===== config.mk =====
export PLATFORM = sky130hd
export DESIGN_NAME = ptw_two_level
export DESIGN_NICKNAME = d
export VERILOG_FILES = /design/src/rtl/ptw_pkg.sv /design/src/rtl/ptw_va_split.sv /design/src/rtl/ptw_addr_gen.sv /design/src/rtl/ptw_pte_decode.sv /design/src/rtl/ptw_walk_ctrl.sv /design/src/rtl/ptw_two_level.sv
export SDC_FILE = /design/constraint.sdc
export NUM_CORES = 1
export LEC_CHECK = 0
export ABC_CLOCK_PERIOD_IN_PS = 6600
export CORE_MARGIN = 2
export CORE_UTILIZATION = 55
export CTS_BUF_LIST = sky130_fd_sc_hd__clkbuf_16
export DETAILED_ROUTE_END_ITERATION = 10
export DONT_BUFFER_PORTS = 1
export HOLD_SLACK_MARGIN = 0.08
export PLACE_DENSITY_LB_ADDON = 0.25
export RECOVER_POWER = 100
export SYNTH_ARGS = -nofsm -noshare
export SYNTH_HDL_FRONTEND = slang
export SYNTH_SLANG_ARGS = --single-unit

===== constraint.sdc =====
create_clock -name clk -period 6.6 [get_ports clk]
set_clock_uncertainty 0.1 [all_clocks]
set_input_delay 1.32 -clock clk [delete_from_list [all_inputs] [get_ports clk]]
set_output_delay 1.32 -clock clk [all_outputs]
set_load 0.01 [all_outputs]

===== src/rtl/ptw_pkg.sv =====
package ptw_pkg;

   typedef enum logic [2:0] {
      W_IDLE,
      W_L1_REQ,
      W_L1_WAIT,
      W_L2_REQ,
      W_L2_WAIT,
      W_DONE
   } walk_state_e;

   localparam logic LVL_TOP    = 1'b0;
   localparam logic LVL_SECOND = 1'b1;

endpackage


===== src/rtl/ptw_va_split.sv =====
module ptw_va_split #(
   parameter int unsigned OUTER_W = 10,
   parameter int unsigned INNER_W = 10,
   parameter int unsigned OFF_W   = 12,
   localparam int unsigned VA_W   = OUTER_W + INNER_W + OFF_W
) (
   input  logic [VA_W-1:0]    vaddr,
   output logic [OUTER_W-1:0] outer_idx,
   output logic [INNER_W-1:0] inner_idx,
   output logic [OFF_W-1:0]   page_off
);

   generate
      if (OUTER_W == 0 || INNER_W == 0 || OFF_W == 0) begin : g_bad_split
         $error("ptw_va_split: every address field needs at least one bit");
      end
   endgenerate

   assign outer_idx = vaddr[VA_W-1 -: OUTER_W];
   assign inner_idx = vaddr[OFF_W +: INNER_W];
   assign page_off  = vaddr[OFF_W-1:0];

endmodule


===== src/rtl/ptw_addr_gen.sv =====
module ptw_addr_gen #(
   parameter int unsigned ADDR_W      = 32,
   parameter int unsigned IDX_W       = 10,
   parameter int unsigned ENTRY_BYTES = 4
) (
   input  logic [ADDR_W-1:0] table_base,
   input  logic [IDX_W-1:0]  index,
   output logic [ADDR_W-1:0] entry_addr
);

   localparam int unsigned SCALE_SH = $clog2(ENTRY_BYTES);

   generate
      if ((1 << SCALE_SH) != ENTRY_BYTES) begin : g_bad_size
         $error("ptw_addr_gen: entry size must be a power of two");
      end
      if (IDX_W + SCALE_SH > ADDR_W) begin : g_bad_width
         $error("ptw_addr_gen: scaled index wider than the address");
      end
      if (SCALE_SH == 0) begin : g_byte_entries
         assign entry_addr = table_base + ADDR_W'(index);
      end else begin : g_scaled_entries
         assign entry_addr = table_base + (ADDR_W'(index) << SCALE_SH);
      end
   endgenerate

endmodule


===== src/rtl/ptw_pte_decode.sv =====
module ptw_pte_decode #(
   parameter int unsigned PTE_W     = 32,
   parameter int unsigned OFF_W     = 12,
   parameter int unsigned VALID_POS = 0,
   localparam int unsigned FRAME_W  = PTE_W - OFF_W
) (
   input  logic [PTE_W-1:0]   pte,
   output logic               pte_valid,
   output logic [FRAME_W-1:0] pte_frame
);

   logic unused_low_bits;

   generate
      if (VALID_POS >= OFF_W) begin : g_bad_valid_pos
         $error("ptw_pte_decode: valid flag must sit below the frame field");
      end
   endgenerate

   assign pte_valid       = pte[VALID_POS];
   assign pte_frame       = pte[PTE_W-1:OFF_W];
   assign unused_low_bits = ^pte[OFF_W-1:0];

endmodule


===== src/rtl/ptw_walk_ctrl.sv =====
module ptw_walk_ctrl
   import ptw_pkg::*;
(
   input  logic clk,
   input  logic rst_n,
   input  logic req_valid,
   input  logic mem_rd_ready,
   input  logic mem_rsp_valid,
   input  logic entry_valid,
   input  logic rsp_ack,
   output logic req_ready,
   output logic mem_rd_valid,
   output logic rd_second,
   output logic rsp_valid,
   output logic take_req,
   output logic take_outer,
   output logic finish,
   output logic finish_fault,
   output logic finish_level
);

   walk_state_e state_q, state_d;

   always_comb begin
      state_d = state_q;
      unique case (state_q)
         W_IDLE:    if (req_valid)     state_d = W_L1_REQ;
         W_L1_REQ:  if (mem_rd_ready)  state_d = W_L1_WAIT;
         W_L1_WAIT: if (mem_rsp_valid) state_d = entry_valid ? W_L2_REQ : W_DONE;
         W_L2_REQ:  if (mem_rd_ready)  state_d = W_L2_WAIT;
         W_L2_WAIT: if (mem_rsp_valid) state_d = W_DONE;
         W_DONE:    if (rsp_ack)       state_d = W_IDLE;
         default:                      state_d = W_IDLE;
      endcase
   end

   always_ff @(posedge clk) begin
      if (!rst_n) state_q <= W_IDLE;
      else        state_q <= state_d;
   end

   assign req_ready    = (state_q == W_IDLE);
   assign mem_rd_valid = (state_q == W_L1_REQ) || (state_q == W_L2_REQ);
   assign rd_second    = (state_q == W_L2_REQ);
   assign rsp_valid    = (state_q == W_DONE);
   assign take_req     = req_ready && req_valid;
   assign take_outer   = (state_q == W_L1_WAIT) && mem_rsp_valid && entry_valid;
   assign finish       = mem_rsp_valid &&
                         (((state_q == W_L1_WAIT) && !entry_valid) || (state_q == W_L2_WAIT));
   assign finish_fault = !entry_valid;
   assign finish_level = (state_q == W_L2_WAIT) ? LVL_SECOND : LVL_TOP;

   assert_one_walk_R2: assert property (@(posedge clk) disable iff (!rst_n)
      take_req |=> !req_ready);

   assert_top_fault_single_read_R10: assert property (@(posedge clk) disable iff (!rst_n)
      (finish && finish_fault && (finish_level == LVL_TOP)) |=> !mem_rd_valid && rsp_valid);

   assert_no_read_during_rsp_R10: assert property (@(posedge clk) disable iff (!rst_n)
      rsp_valid |-> !mem_rd_valid);

   assert_idle_after_ack_R8: assert property (@(posedge clk) disable iff (!rst_n)
      (rsp_valid && rsp_ack) |=> req_ready && !rsp_valid);

endmodule


===== src/rtl/ptw_two_level.sv =====
module ptw_two_level
   import ptw_pkg::*;
#(
   parameter int unsigned OUTER_W     = 10,
   parameter int unsigned INNER_W     = 10,
   parameter int unsigned OFF_W       = 12,
   parameter int unsigned PTE_W       = 32,
   parameter int unsigned ENTRY_BYTES = 4,
   parameter int unsigned VALID_POS   = 0,
   localparam int unsigned VA_W       = OUTER_W + INNER_W + OFF_W,
   localparam int unsigned FRAME_W    = PTE_W - OFF_W,
   localparam int unsigned PA_W       = FRAME_W + OFF_W
) (
   input  logic              clk,
   input  logic              rst_n,
   input  logic              req_valid,
   output logic              req_ready,
   input  logic [VA_W-1:0]   req_vaddr,
   input  logic [PA_W-1:0]   root_base,
   output logic              mem_rd_valid,
   input  logic              mem_rd_ready,
   output logic [PA_W-1:0]   mem_rd_addr,
   input  logic              mem_rsp_valid,
   input  logic [PTE_W-1:0]  mem_rsp_data,
   output logic              rsp_valid,
   input  logic              rsp_ack,
   output logic [PA_W-1:0]   rsp_paddr,
   output logic              rsp_fault,
   output logic              rsp_fault_level
);

   generate
      if (ENTRY_BYTES * 8 < PTE_W) begin : g_bad_entry
         $error("ptw_two_level: entry bytes too few for the entry width");
      end
      if (((1 << INNER_W) * ENTRY_BYTES) > (1 << OFF_W)) begin : g_bad_inner
         $error("ptw_two_level: second-level table does not fit one page");
      end
   endgenerate

   logic [VA_W-1:0]    va_q;
   logic [PA_W-1:0]    base_q;
   logic [FRAME_W-1:0] frame_q;
   logic [PA_W-1:0]    paddr_q;
   logic               fault_q;
   logic               level_q;

   logic [OUTER_W-1:0] outer_idx;
   logic [INNER_W-1:0] inner_idx;
   logic [OFF_W-1:0]   page_off;
   logic [PA_W-1:0]    outer_addr;
   logic [PA_W-1:0]    inner_addr;
   logic               entry_valid;
   logic [FRAME_W-1:0] entry_frame;

   logic take_req, take_outer, finish, finish_fault, finish_level, rd_second;

   ptw_va_split #(.OUTER_W(OUTER_W), .INNER_W(INNER_W), .OFF_W(OFF_W)) u_split (
      .vaddr     (va_q),
      .outer_idx (outer_idx),
      .inner_idx (inner_idx),
      .page_off  (page_off)
   );

   ptw_addr_gen #(.ADDR_W(PA_W), .IDX_W(OUTER_W), .ENTRY_BYTES(ENTRY_BYTES)) u_top_addr (
      .table_base (base_q),
      .index      (outer_idx),
      .entry_addr (outer_addr)
   );

   ptw_addr_gen #(.ADDR_W(PA_W), .IDX_W(INNER_W), .ENTRY_BYTES(ENTRY_BYTES)) u_second_addr (
      .table_base ({frame_q, {OFF_W{1'b0}}}),
      .index      (inner_idx),
      .entry_addr (inner_addr)
   );

   ptw_pte_decode #(.PTE_W(PTE_W), .OFF_W(OFF_W), .VALID_POS(VALID_POS)) u_decode (
      .pte       (mem_rsp_data),
      .pte_valid (entry_valid),
      .pte_frame (entry_frame)
   );

   ptw_walk_ctrl u_ctrl (
      .clk           (clk),
      .rst_n         (rst_n),
      .req_valid     (req_valid),
      .mem_rd_ready  (mem_rd_ready),
      .mem_rsp_valid (mem_rsp_valid),
      .entry_valid   (entry_valid),
      .rsp_ack       (rsp_ack),
      .req_ready     (req_ready),
      .mem_rd_valid  (mem_rd_valid),
      .rd_second     (rd_second),
      .rsp_valid     (rsp_valid),
      .take_req      (take_req),
      .take_outer    (take_outer),
      .finish        (finish),
      .finish_fault  (finish_fault),
      .finish_level  (finish_level)
   );

   always_ff @(posedge clk) begin
      if (!rst_n) begin
         va_q    <= '0;
         base_q  <= '0;
         frame_q <= '0;
         paddr_q <= '0;
         fault_q <= 1'b0;
         level_q <= LVL_TOP;
      end else begin
         if (take_req) begin
            va_q   <= req_vaddr;
            base_q <= root_base;
         end
         if (take_outer) frame_q <= entry_frame;
         if (finish) begin
            fault_q <= finish_fault;
            level_q <= finish_level;
            paddr_q <= finish_fault ? '0 : {entry_frame, page_off};
         end
      end
   end

   assign mem_rd_addr     = rd_second ? inner_addr : outer_addr;
   assign rsp_paddr       = paddr_q;
   assign rsp_fault       = fault_q;
   assign rsp_fault_level = level_q;

   assert_rd_hold_R9: assert property (@(posedge clk) disable iff (!rst_n)
      (mem_rd_valid && !mem_rd_ready) |=> mem_rd_valid && $stable(mem_rd_addr));

   assert_rsp_hold_R8: assert property (@(posedge clk) disable iff (!rst_n)
      (rsp_valid && !rsp_ack) |=> rsp_valid && $stable(rsp_paddr) &&
                                  $stable(rsp_fault) && $stable(rsp_fault_level));

   assert_fault_clears_addr_R5: assert property (@(posedge clk) disable iff (!rst_n)
      (rsp_valid && rsp_fault) |-> (rsp_paddr == '0));

   assert_inputs_ignored_R2: assert property (@(posedge clk) disable iff (!rst_n)
      (mem_rd_valid && !rsp_valid) |=> $stable(va_q) && $stable(base_q));

endmodule


==> impl_metrics.csv <==
group,metric,value,unit
outcome,status,"finished, violations left",
outcome,violations,"max-capacitance violations, max-slew violations",
sta,fmax,0.1862,GHz
route,dr.first_iter.drc_count,252,
cells_and_area,design_area,6056,um^2
power_and_ir_drop,internal_power,1339,uW
power_and_ir_drop,clockPowerShare,41.8,%
cts,tritoncts,"done",
setup_path,cp-start-kind,"flip-flop",
global_route,grtUsageTotal,27.27,%
placement,routabilityCongestion,0.9444,
sta,worst_pin_slew,3247,ps
cts,cts_resized,0,
sta,slew_violations,197,
cells_and_area,seqCellArea,2422,um^2
power_and_ir_drop,netSwitchingPower,545.2,uW
cts,cts-root-buf,"clkbuf_16",
die,die_h,104.6,um
sta,fin_crit,5370,ps
sta,fin_ws,1230,ps
synthesis,yosysWarnings,0,
cts,clock_latency,400,ps
die,start_util,56.73,%
cts,ctsHtreeMaxLevel,4,
cts,clock_sinks,121,
cts,cts_buffer_depth,2,
synthesis,synth-seq-cells,121,
cells_and_area,fin_nets,795,
cells_and_area,multi_input_area,2918,um^2
setup_path,worstPathCellList,"ha_1 -> fa_1 -> a211oi_1 -> o21bai_1 -> a221oi_1 -> nor3_1 -> xnor2_1 -> o21ai_0",
flow_run,maxCapViolCount,3,
sta,setup_viol,0,
power_and_ir_drop,p_per_area,311.2,nW/um^2
die,ios,171,
cells_and_area,areaGrowthSynthToFinish,8.715,%
global_route,antenna_found_initial,0,
placement,dp_slack,2451,ps
synthesis,syn_area_per_cell,7.868,um^2
route,drc,0,
cells_and_area,finish.utilization,61.67,%
synthesis,async_flop_share,0,%
cells_and_area,nFillCells,941,
route,drt-pass1-iter-count,5,
setup_path,slowest_stage,"a221oi_1",
die,dieArea,10950,um^2
global_route,gr-total-overflow,0,
synthesis,ys_seq_area_share,43.49,%
cts,cts_setup_buffers,0,
power_and_ir_drop,p_leak,0.002097,uW
global_route,grt_pass1_wl,23640,um
synthesis,synth_edf_count,0,
global_route,grt_pass1_vias,4734,
synthesis,synth.net_count,821,
placement,hpwl,10090,um
route,wirelength,14470,um
sta,grt_setup_unrepaired,"false",
route,postRouteAntennaNets,0,
min_path,hp-class,"reg2reg",
route,wl_per_cell,17.50,um
setup_path,worst-setup-path-type,"reg2out",
power_and_ir_drop,vdd_ir_drop_max,0.2087,mV
global_route,grt_max_degree,66,
power_and_ir_drop,p_comb_share,14.2,%
sta,finalCritPeriodShare,81.37,%
setup_path,crit_required,5180,ps
power_and_ir_drop,power_frac_seq,44.0,%
cells_and_area,n_antenna_cell,0,
sta,hold_viol,0,
setup_path,cpPeakStageDelay,1260,ps
die,core_area,9819,um^2
placement,dpl_cell_area,5573,um^2
route,dr_total_vias,4723,
power_and_ir_drop,switching_share,28.93,%
cts,clk_pin_slew,50,ps
cells_and_area,drive_above_1_share,6.196,%
synthesis,synth_cells,708,
cts,postCtsHoldBufs,0,
setup_path,arrival,3950,ps
synthesis,syn_area,5570,um^2
sta,tns,0,ps
die,placementRows,36,
sta,relSlewSlack,-116.6,%
synthesis,synth_top_flop_cell,"dfxtp_1",
synthesis,synth_cell_types,50,
route,avgViaCountPerCell,5.711,
setup_path,cp_max_fo,10,
cts,cts_buffers,17,
die,die-width,104.6,um
setup_path,endpoint_kind,"output pin",
placement,io_buffer_count,0,
==> layer usage <==
| metal | global-route usage, % | share of wire (%) | vias to the layer above |
|---|---|---|---|
| li1 | - | - | 2342 |
| met1 | 31.64 | 41 | 2220 |
| met2 | 45.99 | 49 | 142 |
| met3 | 10.42 | 7.7 | 19 |
| met4 | 9.619 | 1.9 | 0 |
| met5 | 0 | 0 | - |
==> final timing paths <==
path	cells past startpoint	slack (ps)	start	endpoint
setup / recovery	8	1230	base_q[2]	mem_rd_addr[24]
setup reg to reg	4	2330	u_ctrl.state_q[1]	base_q[24]
hold / removal	2	350	base_q[1]	base_q[1]
hold reg to reg	2	350	base_q[1]	base_q[1]
==> Yosys cell counts, drive strengths merged (2+ instances only) <==
cell type	number	area share, %
o21bai	2	0.27
and2	4	0.45
dfxtp	121	43
nand2	216	15
ha	10	2.2
o21ai	31	2.9
nor3b	3	0.40
inv	7	0.47
buf	11	0.97
nor3	9	1.0
a22oi	32	4.3
and4	2	0.31
clkbuf	36	2.4
nand2b	3	0.34
xor2	5	0.79
a21boi	52	7.0
nor2b	7	0.79
a211oi	6	1.1
nand4	4	0.72
a21o	3	0.40
nand3	13	1.3
xnor2	19	3.0
a21oi	49	4.5
nor2	46	3.1
==> power groups by stage <==
stage | logic [uW] | registers, uW | clock network (uW)
global placement | 256 | 840 | 0
CTS | 265 | 828 | 805
finish | 268 | 829 | 788
global route | 302 | 836 | 843
floorplan | 228 | 824 | 0
detailed placement | 264 | 843 | 0
==> per-stage QoR <==
step           hold WS (ps)  instances  power, uW
6_report              354.5        827       1885
5_1_grt               375.6        827       1981
4_1_cts               356.1        827       1899
3_5_place_dp          347.8        796       1107
3_3_place_gp          338.5        796       1096
2_1_floorplan         331.7        708       1052
==> layout by cell type (no fill, tap or decap), types with 4 or more instances in the layout <==
cell type	netlist	routed
a21boi_0	52	52
a21oi_1	48	48
a22oi_1	32	32
and2_0	0	4
clkbuf_16	0	17
clkinv_2	0	4
clkinvlp_4	0	5
dfxtp_1	121	121
ha_1	10	10
inv_1	7	8
nand2_1	216	215
nand3_1	12	12
nor2_1	45	45
nor2b_1	7	7
nor3_1	8	8
o21ai_0	19	30
xnor2_1	19	19
xor2_1	5	5
==> area by class of cell <==
cell class | instances | area share (%)
inverters | 7 | 0.4339
well taps | 133 | 2.748
repair buffers | 2 | 0.1860
clock inverters | 14 | 1.426
clock buffers | 17 | 7.025
multi-input cells | 533 | 48.18
flip-flops and latches | 121 | 40.00
==> critical path: cells and delay by family, from the launching register on <==
| kind | cells | cell delay (ps) |
|---|---|---|
| AOI/OAI and AO/OA | 4 | 2220 |
| adders and majority gates | 2 | 650 |
| DFF | 1 | 310 |
| xor gates and xnor gates | 1 | 200 |
| and+or+nand+nor | 1 | 160 |
==> flip-flops by register name (all words and copies together) (netlist names) <==
register and count:
base_q 32, frame_q 20, rsp_paddr 32, u_ctrl.state_q 3
va_q 32, rsp_fault 1, rsp_fault_level 1
==> cell families after synthesis <==
group / Yosys count / synth area share, %
compound gates: 186 / 22.51
xor+xnor: 24 / 3.774
fa+ha+maj: 11 / 2.606
buf+inv: 54 / 3.863
flops: 121 / 43.49
mux: 2 / 0.3818
simple gates: 310 / 23.38
Note: power is estimated with default switching activity, not from simulation.
